==> config.mk <==
export PLATFORM = sky130hd
export DESIGN_NAME = disp_bus_engine
export DESIGN_NICKNAME = d
export VERILOG_FILES = /design/src/rtl/disp_bus_pkg.sv /design/src/rtl/disp_bus_cfg_regs.sv /design/src/rtl/disp_bus_prescale.sv /design/src/rtl/disp_bus_timer.sv /design/src/rtl/disp_bus_engine.sv
export SDC_FILE = /design/constraint.sdc
export NUM_CORES = 1
export LEC_CHECK = 0
export BUFFER_PORTS_ARGS = -buffer_cell sky130_fd_sc_hd__buf_2
export CAP_MARGIN = 25
export CORE_UTILIZATION = 35
export DETAILED_ROUTE_END_ITERATION = 10
export SKIP_CTS_REPAIR_TIMING = 1
export SLEW_MARGIN = 20
export SYNTH_ARGS = -nofsm -noshare
export SYNTH_HDL_FRONTEND = slang
export SYNTH_HIERARCHICAL = 1
export SYNTH_SLANG_ARGS = --single-unit
export TNS_END_PERCENT = 5
==> constraint.sdc <==
create_clock -name clk -period 17.6 [get_ports clk]
set_input_delay 0.88 -clock clk [delete_from_list [all_inputs] [get_ports clk]]
set_output_delay 0.88 -clock clk [all_outputs]
set_load 0.005 [all_outputs]
==> src/rtl/disp_bus_pkg.sv <==
package disp_bus_pkg;
  localparam int ON_W  = 4;
  localparam int OFF_W = 6;
  localparam int TW    = OFF_W + 1;
  localparam int CFG_W = 30;
  localparam int CYC_W = 4 * OFF_W;

  typedef struct packed {
    logic [OFF_W-1:0] re_off;
    logic [ON_W-1:0]  re_on;
    logic [OFF_W-1:0] we_off;
    logic [ON_W-1:0]  we_on;
    logic [OFF_W-1:0] cs_off;
    logic [ON_W-1:0]  cs_on;
  } edges_t;

  typedef struct packed {
    logic [OFF_W-1:0] acc;
    logic [OFF_W-1:0] cs_min;
    logic [OFF_W-1:0] rd_cyc;
    logic [OFF_W-1:0] wr_cyc;
  } cycle_t;

  function automatic logic [TW-1:0] max_t(logic [TW-1:0] a, logic [TW-1:0] b);
    return (a > b) ? a : b;
  endfunction

  function automatic logic [TW-1:0] cs_release(edges_t e, cycle_t c);
    return max_t(TW'(e.cs_off), TW'(e.cs_on) + TW'(c.cs_min));
  endfunction

  function automatic logic [TW-1:0] access_ticks(edges_t e, cycle_t c, logic rd);
    logic [TW-1:0] r;
    r = max_t(rd ? TW'(c.rd_cyc) : TW'(c.wr_cyc), cs_release(e, c));
    return (r == '0) ? TW'(1) : r;
  endfunction

  function automatic logic in_window(logic [TW-1:0] t, logic [TW-1:0] a, logic [TW-1:0] b);
    return (t >= a) && (t < b);
  endfunction
endpackage

==> src/rtl/disp_bus_cfg_regs.sv <==
module disp_bus_cfg_regs
  import disp_bus_pkg::*;
(
  input  logic             clk,
  input  logic             rst_n,
  input  logic             wr,
  input  logic             sel,
  input  logic [CFG_W-1:0] wdata,
  output edges_t           edges,
  output cycle_t           cyc
);
  always_ff @(posedge clk or negedge rst_n) begin
    if (!rst_n) begin
      edges <= '0;
      cyc   <= '0;
    end else if (wr) begin
      if (sel) cyc   <= wdata[CYC_W-1:0];
      else     edges <= wdata;
    end
  end
endmodule

==> src/rtl/disp_bus_prescale.sv <==
module disp_bus_prescale (
  input  logic clk,
  input  logic rst_n,
  input  logic start,
  input  logic run,
  input  logic div2,
  output logic tick_en,
  output logic first_clk
);
  logic phase;

  always_ff @(posedge clk or negedge rst_n) begin
    if (!rst_n)             phase <= 1'b0;
    else if (start)         phase <= 1'b0;
    else if (run && div2)   phase <= ~phase;
  end

  assign tick_en   = run && (!div2 || phase);
  assign first_clk = !phase;
endmodule

==> src/rtl/disp_bus_timer.sv <==
module disp_bus_timer
  import disp_bus_pkg::*;
(
  input  logic          clk,
  input  logic          rst_n,
  input  logic          start,
  input  logic          tick_en,
  input  logic [TW-1:0] len,
  output logic [TW-1:0] tick,
  output logic          active,
  output logic          done
);
  logic last_tick;
  assign last_tick = active && tick_en && (tick == len - TW'(1));

  always_ff @(posedge clk or negedge rst_n) begin
    if (!rst_n) begin
      tick   <= '0;
      active <= 1'b0;
      done   <= 1'b0;
    end else begin
      done <= last_tick;
      if (start) begin
        active <= 1'b1;
        tick   <= '0;
      end else if (last_tick) begin
        active <= 1'b0;
        tick   <= '0;
      end else if (active && tick_en) begin
        tick <= tick + TW'(1);
      end
    end
  end
endmodule

==> src/rtl/disp_bus_engine.sv <==
module disp_bus_engine
  import disp_bus_pkg::*;
#(
  parameter int DW = 16
) (
  input  logic             clk,
  input  logic             rst_n,
  input  logic             cfg_wr,
  input  logic             cfg_sel,
  input  logic [CFG_W-1:0] cfg_wdata,
  input  logic             div2,
  input  logic             narrow,
  input  logic             req_valid,
  input  logic [1:0]       req_kind,
  input  logic [DW-1:0]    req_wdata,
  output logic             req_ready,
  output logic             done,
  output logic [DW-1:0]    rd_data,
  output logic             cs_n,
  output logic             we_n,
  output logic             re_n,
  output logic             dc,
  output logic [DW-1:0]    bus_out,
  output logic             bus_oe,
  input  logic [DW-1:0]    bus_in
);
  localparam int NW = DW / 2;

  edges_t        edges;
  cycle_t        cyc;
  logic          start, active, tick_en, first_clk, is_rd;
  logic [TW-1:0] tick, len, cs_end;
  logic [DW-1:0] wdata_q;

  // named internal events for the checker
  logic          sample_now;
  logic          cs_win, we_win, re_win, oe_win;

  disp_bus_cfg_regs u_regs (
    .clk(clk), .rst_n(rst_n), .wr(cfg_wr), .sel(cfg_sel),
    .wdata(cfg_wdata), .edges(edges), .cyc(cyc)
  );

  disp_bus_prescale u_pre (
    .clk(clk), .rst_n(rst_n), .start(start), .run(active),
    .div2(div2), .tick_en(tick_en), .first_clk(first_clk)
  );

  disp_bus_timer u_tmr (
    .clk(clk), .rst_n(rst_n), .start(start), .tick_en(tick_en),
    .len(len), .tick(tick), .active(active), .done(done)
  );

  assign req_ready = !active;
  assign start     = req_valid && !active;
  assign cs_end    = cs_release(edges, cyc);
  assign len       = access_ticks(edges, cyc, is_rd);

  always_ff @(posedge clk or negedge rst_n) begin
    if (!rst_n) begin
      is_rd   <= 1'b0;
      dc      <= 1'b1;
      wdata_q <= '0;
    end else if (start) begin
      is_rd   <= req_kind[1];
      dc      <= req_kind[1] | req_kind[0];
      wdata_q <= narrow ? {{(DW-NW){1'b0}}, req_wdata[NW-1:0]} : req_wdata;
    end
  end

  assign cs_win = in_window(tick, TW'(edges.cs_on), cs_end);
  assign we_win = in_window(tick, TW'(edges.we_on), TW'(edges.we_off));
  assign re_win = in_window(tick, TW'(edges.re_on), TW'(edges.re_off));
  assign oe_win = in_window(tick, TW'(edges.cs_on), TW'(edges.we_off));

  assign cs_n    = !(active && cs_win);
  assign we_n    = !(active && !is_rd && we_win);
  assign re_n    = !(active && is_rd && re_win);
  assign bus_oe  = active && !is_rd && oe_win;
  assign bus_out = wdata_q;

  assign sample_now = active && is_rd && first_clk && (tick == TW'(cyc.acc));

  always_ff @(posedge clk or negedge rst_n) begin
    if (!rst_n)          rd_data <= '0;
    else if (sample_now) rd_data <= narrow ? {{(DW-NW){1'b0}}, bus_in[NW-1:0]} : bus_in;
  end
endmodule

Yosys cells after proc, flatten, opt, wreduce, memory -nomap -nowiden. Index checks and enable logic that the tools add are counted.

Flip-flop bits (word level): 98. Input bits: 71. Output and inout bits: 39. Word-level logic and storage cells: 78.

Add/sub/neg operators: 3. Order comparisons: 8. Eq/ne operators: 2. Mux-type cells: 13. Bitwise operators: 3. Reduce and logical (&&, ||, !) cells: 31.

Operators by type and width (number): 7-bit two-way mux (6); 16-bit two-way mux (2); 7-bit by 4-bit >= comparator with 1-bit output (3); 1-bit logical AND (17); 6-bit by 7-bit greater-than comparator with 1-bit output (2); 7-bit by 6-bit less-than comparator with 1-bit output (2); 4-bit by 6-bit adder with 7-bit output (1); 7-bit by 1-bit adder with 7-bit output (second input constant) (1); 7-bit by 6-bit == test with 1-bit output (1); 7-bit == test (1); 1-bit logical NOT (7); 7-bit logical NOT (1); 7-bit less-than comparator (1); 7-bit by 1-bit subtractor with 7-bit output (second input constant) (1); 6-bit two-way mux (1); 1-bit two-way mux (4); 2-bit AND reduction (2); 2-bit nonzero test (2); 3-bit nonzero test (1); 1-bit NOT (2); 1-bit logical OR (1); 1-bit bitwise OR (1).

Logic depth before layout (Yosys ltp).
Depth in word-level cells: 12. Gate-level depth with buffers: 27. Depth with buffers taken out: 27.

By module. Netlist, hierarchy kept.

By module, submodules not included: disp_bus_engine (instances 1, cells each 308, area an instance 2904.0 µm², sequential area each 852.1 µm²); disp_bus_cfg_regs (instances 1, cells each 115, area an instance 2094.5 µm², sequential area each 1351.3 µm²); disp_bus_timer (instances 1, cells each 70, area an instance 714.4 µm², sequential area each 225.2 µm²); disp_bus_prescale (instances 1, cells each 6, area an instance 62.6 µm², sequential area each 25.0 µm²).

Worst setup path before layout. Ideal clock, no wire load.

Kind: flip-flop to flip-flop. From: register, netlist name u_regs/edges[0]. To: register u_tmr.tick[0]. Library setup time: 0.140 ns. Data arrival time: 6.119 ns. Required time: 17.460 ns. Setup slack: 11.341 ns. Cell stages (with the launch flop): 25. Buffers on the path: 0. Clock period less this slack: 6.259 ns. Path through: dfrtp_1 ha_1 fa_1 a211oi_2 nor2_1 xnor2_1 ha_1 a21o_2 a211oi_1 nor2_4 a21oi_1 ha_1 nor2b_1 o21a_1 o21ai_0 o41ai_1 a311oi_4 mux2i_1 inv_1 ha_1 nor2b_1 or3_1 a31o_1 a211oi_4 nor3_2.

Word-level cells in the longest chain between the ends: 12. Elaborated cells on any way between the ends: 13. Those cells by class: add/sub: 2; order compare: 2; eq/ne: 1; mux: 5; reduce/logical: 3.

Ends and longest elaborated chain: 4-bit by 6-bit adder with 7-bit output (*) (line disp_bus_pkg.sv:29) `return max_t(TW'(e.cs_off), TW'(e.cs_on) + TW'(c.cs_min));`; 6-bit by 7-bit greater-than comparator with 1-bit output (line disp_bus_pkg.sv:25) `return (a > b) ? a : b;`; 7-bit two-way mux (*) (line disp_bus_pkg.sv:25); 6-bit by 7-bit greater-than comparator with 1-bit output (line disp_bus_pkg.sv:25); 7-bit two-way mux (*) (line disp_bus_pkg.sv:25); 7-bit logical NOT (line disp_bus_pkg.sv:35) `return (r == '0) ? TW'(1) : r;`; 7-bit two-way mux (*) (line disp_bus_pkg.sv:35); net len[1] (line disp_bus_engine.sv:32) `logic [TW-1:0] tick, len, cs_end;`; 7-bit by 1-bit subtractor with 7-bit output (*) (line disp_bus_timer.sv:14) `assign last_tick = active && tick_en && (tick == len - TW'(1));`; 7-bit == test (*) (line disp_bus_timer.sv:14); 1-bit logical AND (*) (line disp_bus_timer.sv:14); net u_tmr.last_tick (line disp_bus_timer.sv:13) `logic last_tick;`; 7-bit two-way mux (line disp_bus_timer.sv:26) `end else if (last_tick) begin`; 7-bit two-way mux (line disp_bus_timer.sv:23) `if (start) begin`; end signal, assigned (line disp_bus_timer.sv:30) `tick <= tick + TW'(1);`; end, declared (line disp_bus_timer.sv:9) `output logic [TW-1:0] tick,`.

The timed path passes the listed nets; every way through them passes the cells marked *. A chain may end at the register's enable or synchronous reset.

Final worst setup path.
From: register, netlist name u_regs/edges[0]. To: register u_tmr.tick[1].

Word-level cells in the longest chain between the ends: 12. Elaborated cells on any way between the ends: 13. Those cells by class: add/sub: 2; order compare: 2; eq/ne: 1; mux: 5; reduce/logical: 3.

Ends and longest elaborated chain (line): 4-bit by 6-bit adder with 7-bit output (*) (disp_bus_pkg.sv:29); 6-bit by 7-bit greater-than comparator with 1-bit output (disp_bus_pkg.sv:25); 7-bit two-way mux (*) (disp_bus_pkg.sv:25); 6-bit by 7-bit greater-than comparator with 1-bit output (disp_bus_pkg.sv:25); 7-bit two-way mux (*) (disp_bus_pkg.sv:25); 7-bit logical NOT (disp_bus_pkg.sv:35); 7-bit two-way mux (*) (disp_bus_pkg.sv:35); net len[1] (disp_bus_engine.sv:32); 7-bit by 1-bit subtractor with 7-bit output (*) (disp_bus_timer.sv:14); 7-bit == test (*) (disp_bus_timer.sv:14); 1-bit logical AND (*) (disp_bus_timer.sv:14); net u_tmr.last_tick (disp_bus_timer.sv:13); 7-bit two-way mux (disp_bus_timer.sv:26); 7-bit two-way mux (disp_bus_timer.sv:23).

Marked as above.

==> flow_metrics.tcl <==
set metrics [dict create \
    final_nets 728 \
    grt_util_met1_pct 20.89 \
    use_met3_pct 4.316 \
    start_util_pct 36.10 \
    post-dp-hpwl_mm 9.621 \
    synth_cell_types 69 \
    design.core.area_um2 16000 \
    worstSetupEndpointType "register" \
    r2r_end "u_tmr/tick[1]" \
    netlist_area_um2 5776 \
    p_sw_uw 457.5 \
    clkPwrFrac_pct 16.3 \
    cp_num_cells 25 \
    clk_pin_slew_worst_paths_ps 70 \
    cts_buffers 9 \
    cp-start-kind "register" \
    place.gp.congestion 0.8590 \
    crit_path_max_incr_delay_ps 570 \
    synth_flop_cell "dfrtp_1" \
    drive_gt1_share_pct 37.18 \
    placed_cell_area_um2 6524 \
    finalSetupViolations 0 \
    drt-total-wl_mm 13.06 \
    tritoncts "done" \
    r2r_slack_ps 10620 \
    fin_setup_tns_ps 0 \
    synth_edf_count 0 \
    vias 4099 \
    io_pins 110 \
    startpoint "u_regs/edges[0]" \
    synth_top_area_share_pct 42.03 \
    vias_per_cell 4.927 \
    fin_crit_sh_pct 39.64 \
    grt_max_degree 73 \
    cp-endpoint "u_tmr/tick[1]" \
    slew_headroom_pct 39.71 \
    grt_pass1_wl_mm 21.48 \
    overflow 0 \
    ys.warnings.count 6 \
    netlist_top_cells_count "dfrtp_1, mux2_2, ha_1" \
    power_frac_seq_pct 31.3 \
    synth_top_cell_by_area "dfrtp_1" \
    clk_path_buf_depth 2 \
    crit_fanout 9 \
    synth_seq_cells 98 \
    swShare_pct 40.73 \
    synth_most_common_cell "dfrtp_1" \
    intPower_uw 665.7 \
    cp.required_ps 17820 \
    met2_usage_pct 26.63 \
    fp.dieH_um 130.5 \
    synth-seq-area-share_pct 42.48 \
    post_drt_wl_per_cell_um 15.70 \
    max_cap_violations 0 \
    ir_drop_v 0.00006707 \
    r2r-start "u_regs/edges[0]" \
    status "completed" \
    syn_nets 616 \
    fin_skew_ps 6.527 \
    crit_family "compound AO/OA/AOI/OAI gates" \
    grt_antenna_before_repair 1 \
    ys_async_sr_fraction_pct 100.0 \
    cpMaxStageDelayCell "a211oi_1" \
    postSynthCellCount 499 \
    p_leak_uw 0.003446 \
    die_width_um 130.5 \
    dieArea_um2 17020 \
    tightest_slew_ps 902.2 \
    synth.area.top_cells "dfrtp_1, ha_1, mux2_2" \
    power_uw 1123 \
    nFillCells 1596 \
    critPathBufInv 1 \
    power_density_nw_per_um2 164.4 \
    cp_data_arrival_time_ps 7190 \
    final_area_um2 6832 \
    grt-busiest-layer "met2" \
    grtUsageTotal_pct 16.57 \
    drtIter0Drc 182 \
    diodes 0 \
    drcViolationCount 0 \
    portBuffers 109 \
    area_delta_synth_final_pct 18.28 \
    holdWs_ps 425.4 \
    hold_path_class "in -> async" \
    cts_root_buffer "clkbuf_16" \
    clock_latency_ps 350 \
    period_needed_ps 6976 \
    cpMostUsedCell "ha_1" \
    row_count 46 \
    syn_area_per_cell_um2 11.57 \
    htreeDepth 3 \
    maxSlewViolCount 0 \
    clock.fmax_mhz 143.4 \
    p_comb_share_pct 52.4 \
    postRouteAntennaNets 0 \
    finalHoldViolations 0 \
    cts.sinks 98 \
    rr_worst_depth 25 \
    grt_pass1_vias 4209 \
    rsz0062_at_grt "false" \
    path_class "reg -> reg" \
    drt-pass1-iter-count 4 \
]
-- layout by cell type, fill, tap and decap left out, types with 11 or more instances in the layout --
master,n
buf_2,108
dfrtp_1,97
mux2_2,50
ha_1,45
inv_1,37
nand2_1,26
o21ai_0,24
nand2b_1,22
mux2_4,21
a21o_1,15
a21oi_1,14
nor2_1,13
xor2_1,11
-- state kept, by name, indices dropped and copies added (netlist names) --
register,cells
u_regs/cyc,24
rd_data,16
u_regs/edges,30
bus_out,16
u_tmr/tick,7
u_tmr/active,1
is_rd,1
u_pre/phase,1
dc,1
u_tmr/done,1
-- layout make-up --
class,count,area (um2),share of cell area [%]
Multi-Input combinational cell,352,3098,45.35
Sequential cell,98,2454,35.92
Timing Repair Buffer,113,601.8,8.810
Tap cell,216,270.3,3.956
Clock buffer,10,229.0,3.352
Inverter,37,138.9,2.033
Clock inverter,6,40.04,0.5861
-- worst min-delay path by stage --
stage	startpoint	to	slack, ps	cells past startpoint
after global placement	rd_data[11]	rd_data[11]	460	2
after CTS	rst_n	bus_out[4]	430	1
after detailed placement	bus_out[13]	bus_out[13]	470	2
final	rst_n	bus_out[0]	430	1
after global routing	rst_n	bus_out[0]	440	1
after floorplan	dc	dc	470	2
-- power by group through the flow --
stage / registers, uW / logic, uW / clock network, uW
floorplan: 336 / 441 / 0
detailed placement: 355 / 591 / 0
CTS: 353 / 592 / 190
global route: 362 / 662 / 197
global placement: 353 / 571 / 0
finish: 352 / 589 / 183
-- per-stage QoR --
step	setup WS, ps	utilization [%]	cells
6_report	10620	42.70	832
5_1_grt	10270	42.70	832
4_1_cts	10620	42.45	830
3_5_place_dp	10630	40.77	814
3_3_place_gp	10850	40.77	814
2_1_floorplan	11340	-	499
-- layer usage --
metal / routed length (um) / part of all wire (%)
met1: 5845 / 45
met4: 343 / 2.6
met3: 706 / 5.4
met2: 6148 / 47
met5: 19 / 0.15
-- kinds of logic (layout without fill, tap and decap cells) --
| kind of cell | after synthesis | count (layout) | synth area share (%) |
|---|---|---|---|
| and+or+nand+nor | 112 | 112 | 11.50 |
| DFF | 98 | 98 | 42.48 |
| AOI/OAI and AO/OA | 89 | 89 | 11.14 |
| muxes | 83 | 83 | 17.33 |
| buffers and inverters | 49 | 166 | 3.878 |
| adders and majority gates | 46 | 46 | 10.10 |
| xor gates and xnor gates | 22 | 22 | 3.574 |
Power figures use the tool's default switching activity.
